`src/rtl/chipsel_pkg.sv`:
```
package chipsel_pkg;
  parameter int WS_W = 4;

  // control word, bit 0 first: en, width[1:0], burst, wst, sdram
  typedef struct packed {
    logic            sdram;
    logic [WS_W-1:0] wst;
    logic            burst;
    logic [1:0]      width;
    logic            en;
  } cs_cfg_t;

  localparam int CTRL_W = $bits(cs_cfg_t);

  localparam logic [1:0] REG_BASE = 2'd0;
  localparam logic [1:0] REG_MASK = 2'd1;
  localparam logic [1:0] REG_CTRL = 2'd2;

  localparam logic [1:0] WD_32 = 2'b00;
  localparam logic [1:0] WD_8  = 2'b01;
  localparam logic [1:0] WD_16 = 2'b10;

  function automatic logic [1:0] norm_width(input logic [1:0] code);
    return (code == 2'b11) ? WD_32 : code;
  endfunction
endpackage

```
`src/rtl/cs_regfile.sv`:
```
module cs_regfile
  import chipsel_pkg::*;
#(
  parameter int NUM_CS    = 8,
  parameter int AW        = 32,
  parameter int SDRAM_IDX = 7,
  localparam int IDX_W    = $clog2(NUM_CS)
) (
  input  logic                         clk,
  input  logic                         rst,
  input  logic [1:0]                   strap_i,
  input  logic                         we_i,
  input  logic [IDX_W-1:0]             idx_i,
  input  logic [1:0]                   slot_i,
  input  logic [AW-1:0]                wdata_i,
  output logic [AW-1:0]                rdata_o,
  output logic [NUM_CS-1:0][AW-1:0]    base_o,
  output logic [NUM_CS-1:0][AW-1:0]    mask_o,
  output cs_cfg_t [NUM_CS-1:0]         cfg_o
);

  for (genvar g = 0; g < NUM_CS; g++) begin : g_sel
    logic    hit;
    cs_cfg_t wr_cfg;
    assign hit    = we_i && (idx_i == IDX_W'(g));
    assign wr_cfg = cs_cfg_t'(wdata_i[CTRL_W-1:0]);

    always_ff @(posedge clk) begin
      if (rst) begin
        if (g == 0) begin
          // boot window: whole address space, slowest timing
          base_o[g] <= '0;
          mask_o[g] <= '1;
          cfg_o[g]  <= '{sdram: 1'b0, wst: {WS_W{1'b1}}, burst: 1'b0,
                         width: norm_width(strap_i), en: 1'b1};
        end else begin
          base_o[g] <= '0;
          mask_o[g] <= '0;
          cfg_o[g]  <= '0;
        end
      end else if (hit) begin
        case (slot_i)
          REG_BASE: base_o[g] <= wdata_i;
          REG_MASK: mask_o[g] <= wdata_i;
          REG_CTRL: begin
            cfg_o[g]       <= wr_cfg;
            cfg_o[g].sdram <= (g == SDRAM_IDX) ? wr_cfg.sdram : 1'b0;
          end
          default: ;
        endcase
      end
    end
  end

  always_ff @(posedge clk) begin
    if (rst) begin
      rdata_o <= '0;
    end else begin
      case (slot_i)
        REG_BASE: rdata_o <= base_o[idx_i];
        REG_MASK: rdata_o <= mask_o[idx_i];
        REG_CTRL: rdata_o <= AW'(cfg_o[idx_i]);
        default:  rdata_o <= '0;
      endcase
    end
  end

endmodule

```
`src/rtl/cs_decode.sv`:
```
module cs_decode #(
  parameter int NUM_CS = 8,
  parameter int AW     = 32,
  localparam int IDX_W = $clog2(NUM_CS)
) (
  input  logic [AW-1:0]              addr_i,
  input  logic [NUM_CS-1:0][AW-1:0]  base_i,
  input  logic [NUM_CS-1:0][AW-1:0]  mask_i,
  input  logic [NUM_CS-1:0]          live_i,
  output logic                       hit_o,
  output logic [IDX_W-1:0]           idx_o
);

  logic [NUM_CS-1:0] match;

  for (genvar g = 0; g < NUM_CS; g++) begin : g_cmp
    assign match[g] = live_i[g] && (((addr_i ^ base_i[g]) & ~mask_i[g]) == '0);
  end

  // scan downward so the lowest-numbered match is the last one kept
  always_comb begin
    hit_o = 1'b0;
    idx_o = '0;
    for (int i = NUM_CS - 1; i >= 0; i--) begin
      if (match[i]) begin
        hit_o = 1'b1;
        idx_o = IDX_W'(i);
      end
    end
  end

endmodule

```
`src/rtl/cs_xfer.sv`:
```
module cs_xfer
  import chipsel_pkg::*;
#(
  parameter int NUM_CS = 8,
  localparam int IDX_W = $clog2(NUM_CS)
) (
  input  logic              clk,
  input  logic              rst,
  input  logic              req_i,
  input  logic              write_i,
  input  logic              hit_i,
  input  logic [IDX_W-1:0]  idx_i,
  input  logic [1:0]        width_i,
  input  logic              burst_i,
  input  logic [WS_W-1:0]   wst_i,
  output logic [NUM_CS-1:0] cs_n_o,
  output logic              dir_wr_o,
  output logic [1:0]        width_o,
  output logic              burst_o,
  output logic              ack_o
);

  typedef enum logic [1:0] {ST_IDLE, ST_WAIT, ST_ACK} st_t;

  st_t             state;
  logic [WS_W-1:0] cnt;

  always_ff @(posedge clk) begin
    if (rst) begin
      state    <= ST_IDLE;
      cnt      <= '0;
      cs_n_o   <= '1;
      dir_wr_o <= 1'b1;
      width_o  <= WD_32;
      burst_o  <= 1'b0;
      ack_o    <= 1'b0;
    end else begin
      case (state)
        ST_IDLE: begin
          if (req_i && hit_i) begin
            cs_n_o   <= ~(NUM_CS'(1) << idx_i);
            dir_wr_o <= write_i;
            width_o  <= norm_width(width_i);
            burst_o  <= burst_i;
            cnt      <= wst_i;
            state    <= ST_WAIT;
          end
        end
        ST_WAIT: begin
          if (cnt == '0) begin
            ack_o <= 1'b1;
            state <= ST_ACK;
          end else begin
            cnt <= cnt - 1'b1;
          end
        end
        default: begin
          ack_o    <= 1'b0;
          cs_n_o   <= '1;
          dir_wr_o <= 1'b1;
          width_o  <= WD_32;
          burst_o  <= 1'b0;
          state    <= ST_IDLE;
        end
      endcase
    end
  end

endmodule

```
`src/rtl/chipsel_unit.sv`:
```
module chipsel_unit
  import chipsel_pkg::*;
#(
  parameter int NUM_CS    = 8,
  parameter int AW        = 32,
  parameter int SDRAM_IDX = 7,
  localparam int IDX_W    = $clog2(NUM_CS)
) (
  input  logic              clk,
  input  logic              rst,
  input  logic [1:0]        boot_width_i,
  input  logic              cfg_we_i,
  input  logic [IDX_W-1:0]  cfg_idx_i,
  input  logic [1:0]        cfg_reg_i,
  input  logic [AW-1:0]     cfg_wdata_i,
  output logic [AW-1:0]     cfg_rdata_o,
  input  logic              bus_req_i,
  input  logic [AW-1:0]     bus_addr_i,
  input  logic              bus_write_i,
  output logic [NUM_CS-1:0] cs_n_o,
  output logic              dir_wr_o,
  output logic [1:0]        port_width_o,
  output logic              burst_ok_o,
  output logic              xfer_ack_o
);

  logic [NUM_CS-1:0][AW-1:0] base;
  logic [NUM_CS-1:0][AW-1:0] mask;
  cs_cfg_t [NUM_CS-1:0]      cfg;
  logic [NUM_CS-1:0]         live;
  logic                      hit;
  logic [IDX_W-1:0]          win;
  cs_cfg_t                   win_cfg;

  cs_regfile #(.NUM_CS(NUM_CS), .AW(AW), .SDRAM_IDX(SDRAM_IDX)) u_regs (
    .clk     (clk),
    .rst     (rst),
    .strap_i (boot_width_i),
    .we_i    (cfg_we_i),
    .idx_i   (cfg_idx_i),
    .slot_i  (cfg_reg_i),
    .wdata_i (cfg_wdata_i),
    .rdata_o (cfg_rdata_o),
    .base_o  (base),
    .mask_o  (mask),
    .cfg_o   (cfg)
  );

  // an SDRAM-marked select belongs to the external SDRAM controller
  for (genvar g = 0; g < NUM_CS; g++) begin : g_live
    assign live[g] = cfg[g].en && !cfg[g].sdram;
  end

  cs_decode #(.NUM_CS(NUM_CS), .AW(AW)) u_dec (
    .addr_i (bus_addr_i),
    .base_i (base),
    .mask_i (mask),
    .live_i (live),
    .hit_o  (hit),
    .idx_o  (win)
  );

  assign win_cfg = cfg[win];

  cs_xfer #(.NUM_CS(NUM_CS)) u_xfer (
    .clk      (clk),
    .rst      (rst),
    .req_i    (bus_req_i),
    .write_i  (bus_write_i),
    .hit_i    (hit),
    .idx_i    (win),
    .width_i  (win_cfg.width),
    .burst_i  (win_cfg.burst),
    .wst_i    (win_cfg.wst),
    .cs_n_o   (cs_n_o),
    .dir_wr_o (dir_wr_o),
    .width_o  (port_width_o),
    .burst_o  (burst_ok_o),
    .ack_o    (xfer_ack_o)
  );

endmodule

```
`config.mk`:
```
export PLATFORM = sky130hd
export DESIGN_NAME = chipsel_unit
export DESIGN_NICKNAME = d
export VERILOG_FILES = /design/src/rtl/chipsel_pkg.sv /design/src/rtl/cs_regfile.sv /design/src/rtl/cs_decode.sv /design/src/rtl/cs_xfer.sv /design/src/rtl/chipsel_unit.sv
export SDC_FILE = /design/constraint.sdc
export NUM_CORES = 2
export LEC_CHECK = 0
export BUFFER_PORTS_ARGS = -buffer_cell sky130_fd_sc_hd__buf_2
export CAP_MARGIN = 10
export CORE_UTILIZATION = 37
export CTS_CLUSTER_SIZE = 28
export DETAILED_ROUTE_END_ITERATION = 8
export GPL_TIMING_DRIVEN = 0
export SYNTH_ARGS = -nofsm -noshare
export SYNTH_HDL_FRONTEND = slang
export SYNTH_SLANG_ARGS = --single-unit
```
`constraint.sdc`:
```
create_clock -name clk -period 3.5 [get_ports clk]
set_clock_uncertainty 0.15 [all_clocks]
set_input_delay 0.7 -clock clk [delete_from_list [all_inputs] [get_ports clk]]
set_output_delay 0.7 -clock clk [all_outputs]
set_load 0.02 [all_outputs]
```
* After elaboration in Yosys (flattened, before gate mapping) *
Index checks and enable logic that the tools add are counted.

word-level totals
  flip-flop bits (word level) = 628
  input bits = 76
  output and inout port bits = 45

cells by class
  $add $sub $neg = 1
  order comparisons = 2
  equal/unequal tests = 15
  shifts and indexed selects = 1
  multiplexer cells = 46
  bitwise operators = 27
  reduce and logical (&&, ||, !) cells = 63

operators with widths
  operator                                                                      count
  32-bit AND                                                                    8
  32-bit zero test                                                              8
  32-bit inverter                                                               8
  32-bit XOR                                                                    8
  32-bit binary-select mux with 3-bit select                                    2
  32-bit case mux with 3 select lines                                           1
  32-bit 2-to-1 mux                                                             2
  2-bit AND reduction                                                           28
  9-bit binary-select mux with 3-bit select                                     2
  3-bit 2-to-1 mux                                                              11
  1-bit logical AND                                                             18
  8-bit 2-to-1 mux                                                              2
  8-bit case mux with 2 select lines                                            1
  3-bit equality test, second input constant                                    4
  1-bit 2-to-1 mux                                                              11
  2-bit 2-to-1 mux                                                              5
  9-bit 2-to-1 mux                                                              1
  3-bit by 4-bit less-than comparator with 1-bit output, second input constant  2
  4-bit 2-to-1 mux                                                              2
  8-bit inverter                                                                1
  2-bit case mux with 2 select lines                                            2
  4-bit case mux with 2 select lines                                            1
  1-bit by 3-bit left shift with 8-bit output, first input constant             1
  2-bit equality test, second input constant                                    3
  other kinds (14)                                                              23

* Longest topological paths before layout *
  word-level depth = 18
  depth in mapped cells = 14
  mapped depth without buffers = 11

* Hierarchy *
From an unflattened synthesis, not the netlist that was laid out.

unflattened totals
  cells, all modules = 3,612
  area total of the unflattened synthesis = 30,759.5 um2

by module, submodules not included
  module        times used  cells an instance  area an instance (um2)  sequential area each (um2)
  cs_regfile    1           2,966              25,574.5                12,211.7
  cs_decode     1           512                3,739.8                 0.0
  cs_xfer       1           101                909.6                   380.4
  chipsel_unit  1           33                 535.5                   0.0

* Least setup slack after synthesis *
Ideal clock, no wire load.

  path kind = in2reg
  from = in bus_addr_i[28]
  to = reg u_xfer.cnt[0]
  data arrival time = 3.138 ns
  setup slack = 0.096 ns
  cell stages on the path = 14
  buffers on the path = 3
  cells stage by stage = buf_4 > xnor2_1 > o22ai_1 > or4_1 > nor3_2 > a211oi_1 > o211ai_2 > and2_4 > buf_8 > buf_6 > mux2_4 > a21oi_1 > nand2_1 > a31o_1

between the ends
  cells in the longest elaborated chain, start to end = 16
  elaborated cells between the ends (all ways) = 55

ends and longest elaborated chain
  what                                       RTL line            text
  start, declared                            chipsel_unit.sv:18  input logic [AW-1:0] bus_addr_i,
  32-bit XOR                                 cs_decode.sv:17     assign match[g] = live_i[g] && (((addr_i ^ base_i[g]) & ~mask_i[g]) == '0);
  32-bit AND                                 cs_decode.sv:17
  32-bit zero test                           cs_decode.sv:17
  1-bit logical AND                          cs_decode.sv:17
  3-bit 2-to-1 mux (8 in a row)              cs_decode.sv:25     if (match[i]) begin
  9-bit binary-select mux with 3-bit select  chipsel_unit.sv:63  assign win_cfg = cfg[win];
  8-bit 2-to-1 mux (not written as such)     chipsel_unit.sv:63
  4-bit 2-to-1 mux                           cs_xfer.sv:40       if (req_i && hit_i) begin
  4-bit case mux with 2 select lines         cs_xfer.sv:38       case (state)
  end signal, assigned                       cs_xfer.sv:45       cnt <= wst_i;
  end signal, assigned                       cs_xfer.sv:54       cnt <= cnt - 1'b1;
  end, declared                              cs_xfer.sv:26       logic [WS_W-1:0] cnt;

Several ways; a longest one is shown, not always the timed one. The select of a mux whose other input is x is not followed.
A chain may end at the register's enable or synchronous reset.

* Final worst setup path *
  from = reg u_regs.base_o[79] in the netlist's numbering
  to = reg u_xfer.cnt[0]

between the ends
  cells in the longest elaborated chain, start to end = 11
  elaborated cells between the ends (all ways) = 17

ends and longest elaborated chain
  what                                       RTL line            text
  start, declared                            cs_regfile.sv:17    output logic [NUM_CS-1:0][AW-1:0] base_o,
  start signal, assigned by index            cs_regfile.sv:43    REG_BASE: base_o[g] <= wdata_i;
  32-bit XOR *                               cs_decode.sv:17
  32-bit AND *                               cs_decode.sv:17
  32-bit zero test *                         cs_decode.sv:17
  1-bit logical AND *                        cs_decode.sv:17
  3-bit 2-to-1 mux (3 in a row)              cs_decode.sv:25
  9-bit binary-select mux with 3-bit select  chipsel_unit.sv:63
  8-bit 2-to-1 mux (not written as such)     chipsel_unit.sv:63
  4-bit 2-to-1 mux                           cs_xfer.sv:40
  4-bit case mux with 2 select lines         cs_xfer.sv:38

Every way passes the cells marked *; elsewhere a longest branch is shown, timed or not. The select of a mux whose other input is x is not followed.

==> summary.txt <==
Critical path arrival = 4.06 ns
Root Driver = clkbuf_16
Min cycle time layout = 3.68 ns
Synthesis-to-finish area growth = 20.5%
Status = complete, but fails checks
Post-Route M1 WL = 74700 um
CTS clock-pin slew for the worst setup and hold paths = 0.07 ns
Final setup fails = 10
Yosys cell types = 73
Top routing layer in use = met5
CTS tree = yes
Vias per cell = 6.34
CP endpoint kind = flop
Synth Flop Type = dfxtp_1
Vias in the first global route = 28700
Synth Register Bits = 628
Die X = 296 um
FP Rows = 107
Leakage power = 12.6 nW
Mean post-synth cell area = 8.48 um2
Crit-path max cell delay = 0.40 ns
Syn_nets = 3841
I/O Buffers = 60
GRT Util Overall = 0.406
TNS Setup = -0.470 ns
DRT antenna net count = 0
Gr ovfl total = 0
Initial Utilization = 0.374
DP HPWL = 143000 um
Sequential-to-total area share from yosys stat = 0.395
Peak VDD IR = 350 uV
Via count = 32600
Syn Inst Count = 3764
First-pass GRT wire length = 242000 um
Worst-Margin Slew = 1.31 ns
CP max-delay cell = or2_2
DRT iter0 DRCs = 5520
CTS Buffer Depth = 3
Worst path bufs/invs = 1
DRC Markers = 0
Slew HR = 0.129
Crit-path max FO = 6
Post-Syn Area = 31900 um2
Critical path class = flop to flop
Worst min path class = input port to flop
Max-Cap Viols = 0
Wire length on met2 = 73700 um
First-pass iteration count of the detailed router = 8
Die area = 87400 um2
Pwr/cell area = 467 nW/um2
Fraction of layout cells with a size suffix above 1 = 0.174
# nets final = 4015
Fin crit share = 1.05
Most common library cell in the layout ignoring fill and taps = nand2_1
Ys Warns = 0
Core region area = 85300 um2
RSZ-0062 raised after global routing = yes
Pin count of the biggest net entering global routing = 15
Peak Freq = 272 MHz
Ports = 121
Largest delay share family, worst path = simple AND/OR/NAND/NOR gates
Met3 routed WL = 22000 um
Clock Sinks = 628
DRT Wirelength = 181000 um
CP Cell Sequence = xnor2_2 > o22ai_1 > nor4_2 > o211ai_1 > or2_2 > a21oi_2 > and2_4 > buf_12 > mux2_4 > nand2_2 > nand4_1 > a31o_1
Initial antenna violation count = 17
Data required, critical path = 3.88 ns
Final GP Congestion = 1.10
Setup crit start kind = flop
Worst skew pair latency = 0.66 ns
TritonCTS buffer count = 73
Async S/R FF share, synth = 0
PnR worst setup slack = -0.176 ns
Hold Violations, Final = 0
Number of synthesized flops with an enable pin = 2
Most frequent cells in the layout = 1094 x nand2_1, 609 x dfxtp_1, 506 x a21oi_1
H-Tree Depth = 3
Hold Slack = 0.122 ns
Failing checks = setup timing
Die Span Y = 296 um
Final Slew Violations = 0
Drt wl/cell = 35.2 um
-- metal layers --
layer | vias up | global-route usage
met5 | - | 0
met4 | 8 | 0.206
met3 | 463 | 0.0942
met2 | 2541 | 0.572
met1 | 16100 | 0.576
li1 | 13400 | -
-- through the flow --
| stage | std cells | total power, mW | worst slack, ns | utilization | area (um2) |
|---|---|---|---|---|---|
| 6_report | 5141 | 18.0 | -0.176 | 0.451 | 38500 |
| 5_1_grt | 5137 | 18.2 | -0.0923 | 0.451 | 38500 |
| 4_1_cts | 5127 | 17.8 | -0.0336 | 0.443 | 37800 |
| 3_5_place_dp | 4973 | 9.39 | -1.78 | 0.395 | 33700 |
| 3_3_place_gp | 4968 | 9.39 | -1.88 | 0.395 | 33600 |
| 2_1_floorplan | 3764 | 8.52 | 0.0964 | - | 31900 |
-- worst reg2reg max path: stages (launching register included) --
cell and delay (ns):
dfxtp_1 0.34, xnor2_2 0.32, o22ai_1 0.20, nor4_2 0.33, o211ai_1 0.24, or2_2 0.40
a21oi_2 0.23, and2_4 0.28, buf_12 0.14, mux2_4 0.30, nand2_2 0.05, nand4_1 0.25
a31o_1 0.33
-- final timing paths --
check / startpoint / end / slack [ns] / cells past startpoint
worst max-delay path: u_regs.base_o[79] / u_xfer.cnt[0] / -0.18 / 12
worst min register to register: u_xfer.ack_o / u_xfer.ack_o / 0.30 / 1
worst max register to register: u_regs.base_o[79] / u_xfer.cnt[0] / -0.18 / 12
worst min-delay path: bus_write_i / u_xfer.dir_wr_o / 0.12 / 3
-- flip-flops by register name (all words and copies together) (netlist names), 2 cells and up --
signal,cells
u_regs.mask_o,256
u_xfer.state,2
u_xfer.cnt,4
u_regs.cfg_o,65
u_regs.rdata_o,32
u_xfer.width_o,2
u_xfer.cs_n_o,8
u_regs.base_o,256
-- synth_stat cells (40+ instances only) --
| cell | n | share of area |
|---|---|---|
| nand2_1 | 1096 | 0.13 |
| dfxtp_1 | 626 | 0.39 |
| a21oi_1 | 508 | 0.080 |
| clkbuf_1 | 269 | 0.032 |
| xnor2_1 | 236 | 0.065 |
| o22ai_1 | 224 | 0.044 |
| mux4_2 | 162 | 0.11 |
| nor2_1 | 144 | 0.017 |
| mux2i_1 | 96 | 0.030 |
| nor4_1 | 53 | 0.010 |
| o21ai_0 | 42 | 0.0066 |
| nand3b_1 | 40 | 0.0094 |
-- final cells by class --
cell class	count	area, um2
multi-input combinational	2803	19600
sequential	628	12600
timing repair buffer	101	716
antenna	4	10.0
clock inverter	24	428
buffer	324	1480
clock buffer	106	2140
tap	1144	1430
inverter	7	26.3
fill	8467	46800
-- cell families (layout without fill, tap and decap cells) --
family                     after synthesis  after routing  share of synthesized area
buffers and inverters                  333            562                     0.0458
muxes                                  269            269                      0.149
AOI/OAI and AO/OA                      827            827                      0.145
and+or+nand+nor                       1450           1450                      0.191
xor gates and xnor gates               256            256                     0.0750
other                                    0              4                          0
adders and majority gates                1              1                   0.000392
DFF                                    628            628                      0.395
-- report_power, final --
group,switching [mW],internal (mW)
Clock,3.45,5.01
Combinational,1.50,0.673
Sequential,0.108,7.23
Total,5.06,12.9
-- timing repair --
| item | in CTS | in global routing |
|---|---|---|
| pin swaps | 37 | 56 |
| hold buffers | 0 | 0 |
| setup endpoints to repair | 563 | 207 |
| buffers inserted | 25 | 9 |
| gates resized for setup | 210 | 97 |
No activity file was read; power rests on OpenSTA's default activity.
